**config.mk**
```make
export PLATFORM = sky130hd
export DESIGN_NAME = wdt_guard
export DESIGN_NICKNAME = d
export VERILOG_FILES = /design/src/rtl/wdt_guard_pkg.sv /design/src/rtl/wdt_prescaler.sv /design/src/rtl/wdt_pulse_gen.sv /design/src/rtl/wdt_ctrl_reg.sv /design/src/rtl/wdt_guard.sv
export SDC_FILE = /design/constraint.sdc
export NUM_CORES = 1
export LEC_CHECK = 0
export BUFFER_PORTS_ARGS = -buffer_cell sky130_fd_sc_hd__buf_2
export CAP_MARGIN = 25
export CELL_PAD_IN_SITES_DETAIL_PLACEMENT = 1
export CELL_PAD_IN_SITES_GLOBAL_PLACEMENT = 1
export CORE_MARGIN = 8
export CORE_UTILIZATION = 40
export CTS_BUF_LIST = sky130_fd_sc_hd__clkbuf_8
export CTS_CLUSTER_DIAMETER = 60
export DETAILED_ROUTE_END_ITERATION = 16
export PLACE_DENSITY = 0.74
export SKIP_CTS_REPAIR_TIMING = 1
export SLEW_MARGIN = 10
export SYNTH_ARGS = -nofsm -noshare
export SYNTH_HDL_FRONTEND = slang
export SYNTH_HIERARCHICAL = 1
export SYNTH_SLANG_ARGS = --single-unit
```
**constraint.sdc**
```tcl
create_clock -name clk -period 2.5 [get_ports clk]
set_input_delay 0.25 -clock clk [delete_from_list [all_inputs] [get_ports clk]]
set_output_delay 0.25 -clock clk [all_outputs]
set_load 0.01 [all_outputs]
```
**src/rtl/wdt_guard_pkg.sv**
```systemverilog
package wdt_guard_pkg;
   localparam int unsigned CNT_W   = 7;
   localparam int unsigned REG_W   = CNT_W + 1;
   localparam logic [REG_W-1:0] CR_RESET = 8'h7F;
   localparam logic [CNT_W-1:0] CNT_EXPIRE_FROM = 7'h40;
   localparam logic ADDR_CTRL = 1'b0;
   localparam logic ADDR_STAT = 1'b1;

   typedef enum logic [1:0] {
      CAUSE_NONE   = 2'd0,
      CAUSE_EXPIRE = 2'd1,
      CAUSE_SOFT   = 2'd2,
      CAUSE_HALT   = 2'd3
   } wdt_cause_e;
endpackage

```
**src/rtl/wdt_prescaler.sv**
```systemverilog
module wdt_prescaler #(
   parameter int unsigned DIV = 12288
) (
   input  logic clk,
   input  logic por_n,
   input  logic clr,
   output logic tick
);
   generate
      if (DIV < 1) begin : g_bad_div
         $error("wdt_prescaler: DIV must be at least 1");
      end
      if (DIV == 1) begin : g_pass
         assign tick = 1'b1;
      end else begin : g_count
         localparam int unsigned PW = $clog2(DIV);
         localparam logic [PW-1:0] LAST = PW'(DIV - 1);
         logic [PW-1:0] pre_q;

         always_ff @(posedge clk or negedge por_n) begin
            if (!por_n)            pre_q <= '0;
            else if (clr)          pre_q <= '0;
            else if (pre_q == LAST) pre_q <= '0;
            else                   pre_q <= pre_q + PW'(1);
         end

         assign tick = (pre_q == LAST);

         AST_PRESCALE_RANGE: assert property (@(posedge clk) disable iff (!por_n)
            pre_q <= LAST);
         AST_PRESCALE_RESTART: assert property (@(posedge clk) disable iff (!por_n)
            clr |=> !tick);
      end
   endgenerate
endmodule

```
**src/rtl/wdt_pulse_gen.sv**
```systemverilog
module wdt_pulse_gen #(
   parameter int unsigned PULSE_CYCLES = 4
) (
   input  logic clk,
   input  logic por_n,
   input  logic start,
   output logic busy,
   output logic rst_req_n
);
   localparam int unsigned CW = $clog2(PULSE_CYCLES + 1);
   localparam logic [CW-1:0] LOAD = CW'(PULSE_CYCLES);

   logic [CW-1:0] left_q;

   always_ff @(posedge clk or negedge por_n) begin
      if (!por_n)             left_q <= '0;
      else if (start)         left_q <= LOAD;
      else if (left_q != '0)  left_q <= left_q - CW'(1);
   end

   assign busy      = (left_q != '0);
   assign rst_req_n = ~busy;

   AST_NO_RETRIGGER: assert property (@(posedge clk) disable iff (!por_n)
      start |-> !busy);
endmodule

```
**src/rtl/wdt_ctrl_reg.sv**
```systemverilog
module wdt_ctrl_reg
   import wdt_guard_pkg::*;
(
   input  logic             clk,
   input  logic             por_n,
   input  logic             hold,
   input  logic             cr_we,
   input  logic [REG_W-1:0] cr_wdata,
   input  logic             tick,
   input  logic             halt_evt,
   output logic [REG_W-1:0] cr_q,
   output wdt_cause_e       cause
);
   logic             armed_q;
   logic [CNT_W-1:0] cnt_q;
   logic             armed_next;

   assign armed_next = armed_q | cr_wdata[REG_W-1];

   always_comb begin
      cause = CAUSE_NONE;
      if (!hold) begin
         if (cr_we && armed_next && !cr_wdata[CNT_W-1])
            cause = CAUSE_SOFT;
         else if (armed_q && halt_evt)
            cause = CAUSE_HALT;
         else if (armed_q && !cr_we && tick && cnt_q == CNT_EXPIRE_FROM)
            cause = CAUSE_EXPIRE;
      end
   end

   always_ff @(posedge clk or negedge por_n) begin
      if (!por_n) begin
         armed_q <= CR_RESET[REG_W-1];
         cnt_q   <= CR_RESET[CNT_W-1:0];
      end else if (hold || cause != CAUSE_NONE) begin
         armed_q <= CR_RESET[REG_W-1];
         cnt_q   <= CR_RESET[CNT_W-1:0];
      end else if (cr_we) begin
         armed_q <= armed_next;
         cnt_q   <= cr_wdata[CNT_W-1:0];
      end else if (tick) begin
         cnt_q   <= cnt_q - CNT_W'(1);
      end
   end

   assign cr_q = {armed_q, cnt_q};

   AST_STICKY_ENABLE: assert property (@(posedge clk) disable iff (!por_n)
      (armed_q && !hold) |=> (armed_q || hold));
   AST_EXPIRE_FIRES: assert property (@(posedge clk) disable iff (!por_n)
      (armed_q && !hold && !cr_we && tick && cnt_q == CNT_EXPIRE_FROM) |=> hold);
   AST_HALT_FIRES: assert property (@(posedge clk) disable iff (!por_n)
      (armed_q && !hold && halt_evt) |=> hold);
   AST_DISARMED_QUIET: assert property (@(posedge clk) disable iff (!por_n)
      (!armed_q && !hold && !cr_we) |=> !hold);
endmodule

```
**src/rtl/wdt_guard.sv**
```systemverilog
module wdt_guard
   import wdt_guard_pkg::*;
#(
   parameter int unsigned PRESCALE_DIV = 12288,
   parameter int unsigned PULSE_CYCLES = 4
) (
   input  logic       clk,
   input  logic       por_n,
   input  logic       wr_en,
   input  logic       addr,
   input  logic [7:0] wr_data,
   output logic [7:0] rd_data,
   input  logic       halt_evt,
   output logic       rst_req_n
);
   generate
      if (PRESCALE_DIV < 1) begin : g_bad_div
         $error("wdt_guard: PRESCALE_DIV must be at least 1");
      end
      if (PULSE_CYCLES < 1) begin : g_bad_pulse
         $error("wdt_guard: PULSE_CYCLES must be at least 1");
      end
   endgenerate

   logic             cr_we;
   logic             tick;
   logic             busy;
   logic             start;
   logic             flag_q;
   logic [REG_W-1:0] cr_q;
   wdt_cause_e       cause;

   assign cr_we = wr_en && (addr == ADDR_CTRL);
   assign start = (cause != CAUSE_NONE);

   wdt_prescaler #(.DIV(PRESCALE_DIV)) u_pre (
      .clk   (clk),
      .por_n (por_n),
      .clr   (cr_we | start | busy),
      .tick  (tick)
   );

   wdt_ctrl_reg u_ctrl (
      .clk      (clk),
      .por_n    (por_n),
      .hold     (busy),
      .cr_we    (cr_we),
      .cr_wdata (wr_data),
      .tick     (tick),
      .halt_evt (halt_evt),
      .cr_q     (cr_q),
      .cause    (cause)
   );

   wdt_pulse_gen #(.PULSE_CYCLES(PULSE_CYCLES)) u_pulse (
      .clk       (clk),
      .por_n     (por_n),
      .start     (start),
      .busy      (busy),
      .rst_req_n (rst_req_n)
   );

   always_ff @(posedge clk or negedge por_n) begin
      if (!por_n)
         flag_q <= 1'b0;
      else if (start)
         flag_q <= 1'b1;
      else if (wr_en && addr == ADDR_STAT && !wr_data[0])
         flag_q <= 1'b0;
   end

   assign rd_data = (addr == ADDR_CTRL) ? cr_q : {7'b0, flag_q};

   AST_FLAG_ON_RESET: assert property (@(posedge clk) disable iff (!por_n)
      $fell(rst_req_n) |-> flag_q);
   AST_RESET_CLEARS_CR: assert property (@(posedge clk) disable iff (!por_n)
      $fell(rst_req_n) |-> cr_q == CR_RESET);
endmodule

```
# --- Word-level counts from Yosys, hierarchy flattened ---
# Index checks and enable logic that the tools add are counted.
# W data, S select, Z words.
word_totals:
  ff_bits: 26
  inputBits: 13
  wordCells: 50
op_classes:
  addsub: 3
  n_eq_ne: 2
  muxes: 16
  bitwise_logic: 5
  n_reduce_logical: 19
ops:
  columns: ["cell", "count"]
  rows:
  - ["$mux W14", 2]
  - ["$mux W7", 3]
  - ["$add A14 B1 Y14 const B", 1]
  - ["$eq A14 B14 Y1 const B", 1]
  - ["$logic_and A1 B1 Y1", 9]
  - ["$mux W8", 1]
  - ["$reduce_bool A2 Y1", 4]
  - ["$eq A7 B7 Y1 const B", 1]
  - ["$sub A7 B1 Y7 const B", 1]
  - ["$mux W2", 3]
  - ["$mux W3", 2]
  - ["$reduce_bool A3 Y1", 2]
  - ["$mux W1", 5]
  - ["$logic_not A1 Y1", 3]
  - ["$or A1 B1 Y1", 3]
  - ["$sub A3 B1 Y3 const B", 1]
  - ["$not A1 Y1", 2]
  - ["$logic_or A1 B1 Y1", 1]

# --- Depth between registers and ports, before layout ---
# Gate-level depths: netlist of the first run.
logic_depth:
  ltp_word: 14
  ltp_mapped: 12

# --- Modules after synthesis ---
# The synthesis of the first run kept the hierarchy.
by_module_without_submodules:
  columns: ["module", "instances", "cells_each", "area_per_inst_um2", "seq_area_each_um2"]
  rows:
  - ["wdt_prescaler", 1, 66, 725.7, 350.3]
  - ["wdt_ctrl_reg", 1, 52, 534.3, 209.0]
  - ["wdt_pulse_gen", 1, 17, 192.7, 75.1]
  - ["wdt_guard", 1, 15, 122.6, 25.0]

# --- Worst setup path before layout of the first run ---
# No wires, ideal clock.
synth_path:
  path_kind: "register to register"
  startpoint: "reg u_pre.g_count.pre_q[0]"
  endpoint: "reg u_pre.g_count.pre_q[7]"
  setup_ps: 119
  arrival_ps: 2442
  path_slack_ps: -61
  stages_incl_launch_ff: 13
  path_buffers: 1
  synth_period_minus_slack_ps: 2561
  cell_sequence: "dfrtp_1 ha_1 nand3_1 nor4_4 nand4bb_2 o21bai_4 nand2_1 nor3_1 or2_4 or3_1 or2_4 buf_12 nor2_2"
synth_via:
  elab_chain_cells: 11
synth_lines:
  columns: ["element", "line_no", "rtl"]
  rows:
  - ["start: declaration", "wdt_prescaler.sv:18", "logic [PW-1:0] pre_q;"]
  - ["start signal: assignment", "wdt_prescaler.sv:24", "else pre_q <= pre_q + PW'(1);"]
  - ["$eq A14 B14 Y1", "wdt_prescaler.sv:27", "assign tick = (pre_q == LAST);"]
  - ["net tick", "wdt_guard.sv:26", "logic tick;"]
  - ["$logic_and A1 B1 Y1 (2 in a row)", "wdt_ctrl_reg.sv:27", "else if (armed_q && !cr_we && tick && cnt_q == CNT_EXPIRE_FROM)"]
  - ["$mux W1", "wdt_ctrl_reg.sv:27", null]
  - ["$mux W2", "wdt_ctrl_reg.sv:25", "else if (armed_q && halt_evt)"]
  - ["$mux W2", "wdt_ctrl_reg.sv:23", "if (cr_we && armed_next && !cr_wdata[CNT_W-1])"]
  - ["$mux W2", "wdt_ctrl_reg.sv:22", "if (!hold) begin"]
  - ["net cause[0]", "wdt_guard.sv:31", "wdt_cause_e cause;"]
  - ["$reduce_bool A2 Y1", "wdt_guard.sv:34", "assign start = (cause != CAUSE_NONE);"]
  - ["net start", "wdt_guard.sv:28", "logic start;"]
  - ["$or A1 B1 Y1 (2 in a row)", "wdt_guard.sv:39", ".clr (cr_we | start | busy),"]
  - ["$mux W14", "wdt_prescaler.sv:22", "else if (clr) pre_q <= '0;"]
# The timed path passes the listed nets, and every way through them passes these cells.
# A chain may end at the register's enable or synchronous reset.

# --- Worst setup path in the final report of the first run ---
layout_path:
  startpoint: "reg u_pre.g_count.pre_q[0]"
  endpoint: "reg u_pulse.left_q[0]"
layout_via:
  elab_chain_cells: 9
layout_lines:
  columns: ["element", "line_no", "rtl"]
  rows:
  - ["$eq A14 B14 Y1 *", "wdt_prescaler.sv:27", null]
  - ["net tick", "wdt_guard.sv:26", null]
  - ["$logic_and A1 B1 Y1 * (2 in a row)", "wdt_ctrl_reg.sv:27", null]
  - ["$mux W1 *", "wdt_ctrl_reg.sv:27", null]
  - ["$mux W2 *", "wdt_ctrl_reg.sv:25", null]
  - ["$mux W2 *", "wdt_ctrl_reg.sv:23", null]
  - ["$mux W2 *", "wdt_ctrl_reg.sv:22", null]
  - ["net cause[0]", "wdt_guard.sv:31", null]
  - ["$reduce_bool A2 Y1 *", "wdt_guard.sv:34", null]
  - ["net start", "wdt_guard.sv:28", null]
  - ["$mux W3 / $reduce_bool A2 Y1 (equally long branches)", null, null]
  - ["end signal: assignment", "wdt_pulse_gen.sv:18", "else if (left_q != '0) left_q <= left_q - CW'(1);"]
  - ["end: declaration", "wdt_pulse_gen.sv:13", "logic [CW-1:0] left_q;"]
# Mark *: on every way through the listed nets, which the timed path passes. The rest lies on a longest branch.

==> reports/results.txt, run 1 <==
Status: finished, violations left
Failing checks: negative hold slack
Placer Congestion: 0.7278
FILL cells: 465
CP required: 2.66 ns
Die X: 78.76 um
Max cap viols: 0
Hold slack: -0.03211 ns
Yosys warning count: 6
Antenna cells: 0
Pwr Density: 624.6 nW/um^2
Die ar.: 6202 sq um
R2R cell count: 10
P_leak: 0.8199 nW
Worst Tran Pin Value: 0.5803 ns
Starting Density: 40.55%
Area leader, netlist: dfrtp_1
Clock Latency Late Sink: 0.27 ns
Post-DRT Antenna Nets: 0
Total track usage: 11.89%
Worst-path fanout max: 6
Seq/Total Area, Yosys: 41.86%
Drt first pass iters: 4
Cells after Synth: 150
Max H-tree Level: 1
Top-level I/O count: 22
Wire length of the first global-routing pass: 6.072 mm
CTS sink count: 26
Asr flop ratio synth: 100.0%
Dominant cells by area after synthesis: dfrtp_1 30%, dfstp_2 12%, xnor2_1 6.1%
Top-count cell post-synth: dfrtp_1
Tmin final: 2.339 ns
RR Startpoint: u_pre/g_count.pre_q[0]
Vias in the first global route: 1333
Initial drt markers: 22
P&R area growth vs syn: 17.95%
Endpoints failing hold: 19
Row Count: 23
Layout cells sized above 1: 39.67%
Cell Chain, Critical Path: ha_1, nand3_1, nor4_4, nand4bb_2, o21bai_4, nand2_1, nor3_1, or2_4, and2b_4, mux2_4
Worst stage delay on the critical path: 0.39 ns
Post-synthesis average cell area: 10.50 sq um
Placed cell areas: 1752 sq um
DP Cell Count: 223
CTS tree: built
RSZ-0062 raised after global routing: no
Vias: 1173
Post-DP HPWL: 2.689 mm
Ys flop type: dfrtp_1
Clk pin slew, worst setup/hold paths: 0.09 ns
CTS Buffer Depth: 2
Most instantiated cells after synthesis: 19 x dfrtp_1, 11 x xnor2_1, 10 x nor2_1, 10 x nor2_2, 10 x nor2b_1
Final Cycle Share: 93.55%
Peak Freq: 0.4276 GHz
Pins Over Slew Limit: 0
Kind of end point of the critical path: flip-flop
Relative slew slack: 61.31%
Largest net degree at the start of global routing: 27
Final cell count without fillers: 234
DR WL/cell: 15.12 um
Gr ovfl total: 0
Critical path arrival: 2.50 ns
Max VDD drop: 0.3876 mV
Reg area: 661.9 sq um
CP Launch Type: flip-flop
Final Setup Violations: 0
Worst R2R Setup Slack: 0.16 ns
TritonCTS buffer count: 3
Detailed-route DRC error count: 0
Net Count, Synth: 167
PortBufs: 21
Type of the most critical hold path: input pin to async pin
Root Buffer: clkbuf_8
Flops & latches, synth: 26
Reg2reg end: u_pulse/left_q[0]
Vias per cell: 5.013
Synthesized area: 1575 sq um
Layout Utilization: 47.83%
DRT Wirelength: 3.539 mm
Post-route cell area: 1858 sq um
Crit path kind: flip-flop to flip-flop
Synth top area share: 30.18%
Multi-input logic area: 863.3 sq um
Core Box Area: 3885 sq um
Initial antenna violation count: 0
Final Skew: 0.009848 ns
Distinct cells, synth: 46
Post-synth EDFFs: 0
Die Span Y: 78.76 um
Slowest-stage cell, CP: dfrtp_1
Nets@finish: 202
==> registers in the layout, summed over array words and instances (netlist names) <==
register             count
flag_q                   1
u_pulse/left_q           3
u_pre/g_count.pre_q     14
u_ctrl/cnt_q             7
u_ctrl/armed_q           1
==> logic make-up (layout without fill, tap and decap cells) <==
family / Yosys count / in the layout / share of synthesized area, %
simple gates: 73 / 74 / 29.87
flops: 26 / 26 / 41.86
xor+xnor: 17 / 17 / 9.452
compound gates: 12 / 12 / 7.229
buf+inv: 12 / 45 / 4.209
mux: 6 / 6 / 4.209
fa+ha+maj: 4 / 4 / 3.177
==> worst max path at each step <==
stage	from	to	slack (ns)	depth (start not counted)
finish	u_pre/g_count.pre_q[0]	u_pulse/left_q[0]	0.16	10
global route	u_pre/g_count.pre_q[0]	u_pulse/left_q[0]	0.04	10
CTS	u_pre/g_count.pre_q[3]	u_pre/g_count.pre_q[3]	-0.02	10
detailed placement	u_pre/g_count.pre_q[3]	u_pre/g_count.pre_q[3]	-0.01	10
global placement	wr_en	u_pre/g_count.pre_q[11]	0.14	9
floorplan	u_pre/g_count.pre_q[0]	u_pre/g_count.pre_q[7]	0.06	12
==> metrics by stage <==
step | setup WS, ns | TNS [ns] | total power (W) | hold slack [ns]
3_3_place_gp | 0.1405 | 0 | 0.0008823 | 0.2845
3_5_place_dp | -0.01049 | -0.01049 | 0.0009014 | 0.2910
6_report | 0.1613 | 0 | 0.001160 | -0.03211
4_1_cts | -0.02337 | -0.03386 | 0.001146 | -0.01145
2_1_floorplan | 0.05818 | 0 | 0.0008235 | -0.04559
5_1_grt | 0.04341 | 0 | 0.001237 | 0.01264
==> placed cells by master, fill, tap and decap left out, types with 2 or more instances in the layout <==
| cell type | synthesis | layout |
|---|---|---|
| dfstp_2 | 7 | 7 |
| nor3_1 | 8 | 8 |
| mux2i_1 | 4 | 4 |
| ha_1 | 4 | 4 |
| nand4_1 | 3 | 3 |
| dfrtp_1 | 19 | 17 |
| nor2b_4 | 2 | 2 |
| xnor2_1 | 11 | 11 |
| clkbuf_8 | 0 | 3 |
| nor2b_1 | 10 | 10 |
| dfrtp_2 | 0 | 2 |
| nand3_1 | 5 | 5 |
| buf_4 | 1 | 12 |
| and3_1 | 2 | 2 |
| nand2_1 | 9 | 9 |
| or2_4 | 2 | 3 |
| nor2_2 | 10 | 10 |
| nor2_1 | 10 | 10 |
| inv_1 | 7 | 8 |
| a21oi_1 | 3 | 3 |
| buf_2 | 0 | 21 |
| xor2_1 | 6 | 6 |
==> layout make-up <==
cell class / instances / share of cell area [%]
Sequential cell: 26 / 35.62
Tap cell: 50 / 3.367
Timing Repair Buffer: 33 / 10.51
Clock inverter: 1 / 0.2020
Multi-Input combinational cell: 113 / 46.46
Inverter: 8 / 1.616
Clock buffer: 3 / 2.222
==> per-layer routing <==
| metal | track usage, % | wire (um) | share of wire [%] | up-vias |
|---|---|---|---|---|
| met5 | 0 | 0 | 0 | - |
| met3 | 2.709 | 108 | 3.1 | 2 |
| li1 | - | - | - | 573 |
| met4 | 3.704 | 17 | 0.48 | 0 |
| met1 | 13.85 | 1532 | 43 | 579 |
| met2 | 21.13 | 1880 | 53 | 19 |
==> critical path: cells and delay by family (launching register included) <==
| kind | cells | cell delay [ns] |
|---|---|---|
| and+or+nand+nor | 7 | 1.25 |
| muxes | 1 | 0.25 |
| AOI/OAI and AO/OA | 1 | 0.16 |
| adders and majority gates | 1 | 0.18 |
| DFF | 1 | 0.39 |
==> report_power, final <==
| group | total, W | internal, W | switching (W) |
|---|---|---|---|
| sequential | 0.000521 | 0.000477 | 0.0000441 |
| clock | 0.000237 | 0.000110 | 0.000127 |
| combinational | 0.000402 | 0.000204 | 0.000199 |
Note: power is estimated with default switching activity, not from simulation.
==> run 2, diff against run 1 <==
--- a/config.mk
+++ b/config.mk
@@ -15,8 +15,9 @@
 export CTS_CLUSTER_DIAMETER = 60
 export DETAILED_ROUTE_END_ITERATION = 16
 export PLACE_DENSITY = 0.74
+export SETUP_SLACK_MARGIN = 0.4
 export SKIP_CTS_REPAIR_TIMING = 1
-export SLEW_MARGIN = 10
+export SLEW_MARGIN = 15
 export SYNTH_ARGS = -nofsm -noshare
 export SYNTH_HDL_FRONTEND = slang
 export SYNTH_HIERARCHICAL = 1
==> constraint.sdc (replaced) <==
create_clock -name clk -period 2.5 [get_ports clk]
set_input_delay 0.25 -clock clk [delete_from_list [all_inputs] [get_ports clk]]
set_output_delay 0.25 -clock clk [all_outputs]
set_load 0.005 [all_outputs]
==> run 2 against run 1 <==
Net effect: the run still ends with negative hold slack left; clock-buffer cell count increased by 1; core utilization increased by 4.5 points; final area increased by 9.4%; worst setup slack got worse by 0.025 ns; clock power increased by 16%; first-iteration DRC count increased by 45%; largest power group unchanged.
==> reports/results.txt, run 2 (same netlist as run 1, synthesis figures left out) <==
PortBufs: 21
Reg with most FFs: u_pre/g_count.pre_q
RSZ-0062 raised after global routing: yes
Row Count: 23
Final Skew: 0.004123 ns
Crit path kind: flip-flop to flip-flop
Peak Freq: 0.4230 GHz
TritonCTS buffer count: 3
Vias: 1236
Met2 usage: 23.36%
Biggest regs: u_pre/g_count.pre_q x14, u_ctrl/cnt_q x7, u_pulse/left_q x3
Hold slack: -0.02230 ns
CTS Buffer Depth: 2
P_leak: 0.9083 nW
Largest net degree at the start of global routing: 27
Met1 usage: 14.59%
Endpoints failing hold: 19
Die X: 78.76 um
Core Box Area: 3885 sq um
DR WL/cell: 17.63 um
Max FFs per register: 14
Clk pin slew, worst setup/hold paths: 0.09 ns
Post-DP HPWL: 2.878 mm
Layout cells sized above 1: 46.43%
Gr ovfl total: 0
Critical path arrival: 2.53 ns
Slowest-stage cell, CP: dfrtp_1
Failing checks: negative hold slack
Die Span Y: 78.76 um
Worst Tran Pin Value: 0.6082 ns
Initial antenna violation count: 0
Top-level I/O count: 22
M3 GR Usage: 1.919%
Vias in the first global route: 1361
Root Buffer: clkbuf_8
Final Setup Violations: 0
CP Launch Type: flip-flop
Max H-tree Level: 1
Clock Latency Late Sink: 0.27 ns
P&R area growth vs syn: 28.99%
CP required: 2.66 ns
Cell Chain, Critical Path: ha_4, nand3_4, nor4_4, nand4bb_4, o21bai_4, nand2_2, nor3_2, or2_4, and2b_4, mux2_4
Post-DRT Antenna Nets: 0
FILL cells: 458
Pwr Density: 610.2 nW/um^2
DRT Wirelength: 4.337 mm
Final Cycle Share: 94.55%
Max cap viols: 0
Worst-path fanout max: 5
Antenna cells: 0
Post-route cell area: 2032 sq um
Leading cell type in the layout, fill and taps excluded: buf_4
Layout Utilization: 52.30%
Detailed-route DRC error count: 0
CTS tree: built
Initial drt markers: 32
Status: finished, violations left
Type of the most critical hold path: input pin to async pin
Pins Over Slew Limit: 0
Die ar.: 6202 sq um
Tmin final: 2.364 ns
Total track usage: 12.58%
Starting Density: 40.55%
Nets@finish: 214
Drt first pass iters: 3
Placer Congestion: 0.7855
Total power: 0.001240 W
Relative slew slack: 59.45%
Setup TNS: 0 ns
Placed cell areas: 1764 sq um
Final cell count without fillers: 246
Wire length of the first global-routing pass: 6.341 mm
Vias per cell: 5.024
GRT busiest layer: met2
Kind of end point of the critical path: flip-flop
Max VDD drop: 0.3910 mV
DP Cell Count: 223
Most frequent cells in the layout: 23 x buf_4, 21 x buf_2, 18 x dfrtp_1
CTS sink count: 26
Worst stage delay on the critical path: 0.44 ns
==> run 2: changes by cell type in the layout (fill, tap and decap cells not counted), moves of 2 or more <==
cell,previous run,this run
nor2_2,10,8
ha_1,4,2
buf_4,12,23
nor2_4,0,2
==> run 2: layer usage <==
layer,vias to the layer above,wire length [um]
met5,-,0
met4,0,23
met3,4,110
met2,18,2444
met1,614,1759
li1,600,-
==> run 2: metrics by stage <==
stage / setup WS, ns / hold slack (ns)
after floorplan: 0.1498 / -0.04559
after global placement: 0.1965 / 0.2904
after detailed placement: 0.1304 / 0.2874
after CTS: 0.1091 / -0.009681
after global routing: 0.004026 / 0.01463
final: 0.1362 / -0.02230
==> run 2: final cells by class <==
cell class / instances / area, sq um / area share (%)
sequential: 26 / 660.6 / 32.51
timing repair buffer: 45 / 289.0 / 14.22
inverter: 8 / 30.03 / 1.478
tap: 50 / 62.56 / 3.079
clock buffer: 4 / 55.05 / 2.709
multi-input combinational: 113 / 934.6 / 46.00
==> run 2: path summary, 6_finish.rpt <==
path,endpoint,slack [ns],from,cells after the start
max in group asynchronous,u_pre/g_count.pre_q[3],2.09,por_n,1
setup reg to reg,u_pulse/left_q[0],0.14,u_pre/g_count.pre_q[1],10
hold / removal,u_pre/g_count.pre_q[7],-0.02,por_n,1
min in group clk,u_ctrl/cnt_q[3],0.20,wr_data[3],3
setup / recovery,u_pulse/left_q[0],0.14,u_pre/g_count.pre_q[1],10
hold reg to reg,flag_q,0.53,flag_q,1
==> run 2: where the power goes <==
| group | switching, W | total (W) | leakage [nW] | internal [W] |
|---|---|---|---|---|
| combinational | 0.000209 | 0.000433 | 0.549 | 0.000224 |
| sequential | 0.0000543 | 0.000532 | 0.330 | 0.000477 |
| clock | 0.000134 | 0.000275 | 0.0288 | 0.000141 |
| total | 0.000398 | 0.00124 | 0.908 | 0.000842 |
==> run 2: critical path, delay by kind of cell (launching register included) <==
| kind | cells | cell delay, ns |
|---|---|---|
| adder cells (fa/ha/maj) | 1 | 0.19 |
| flip-flops | 1 | 0.44 |
| AO/OA/AOI/OAI | 1 | 0.19 |
| AND/OR/NAND/NOR | 7 | 1.19 |
| multiplexers | 1 | 0.24 |
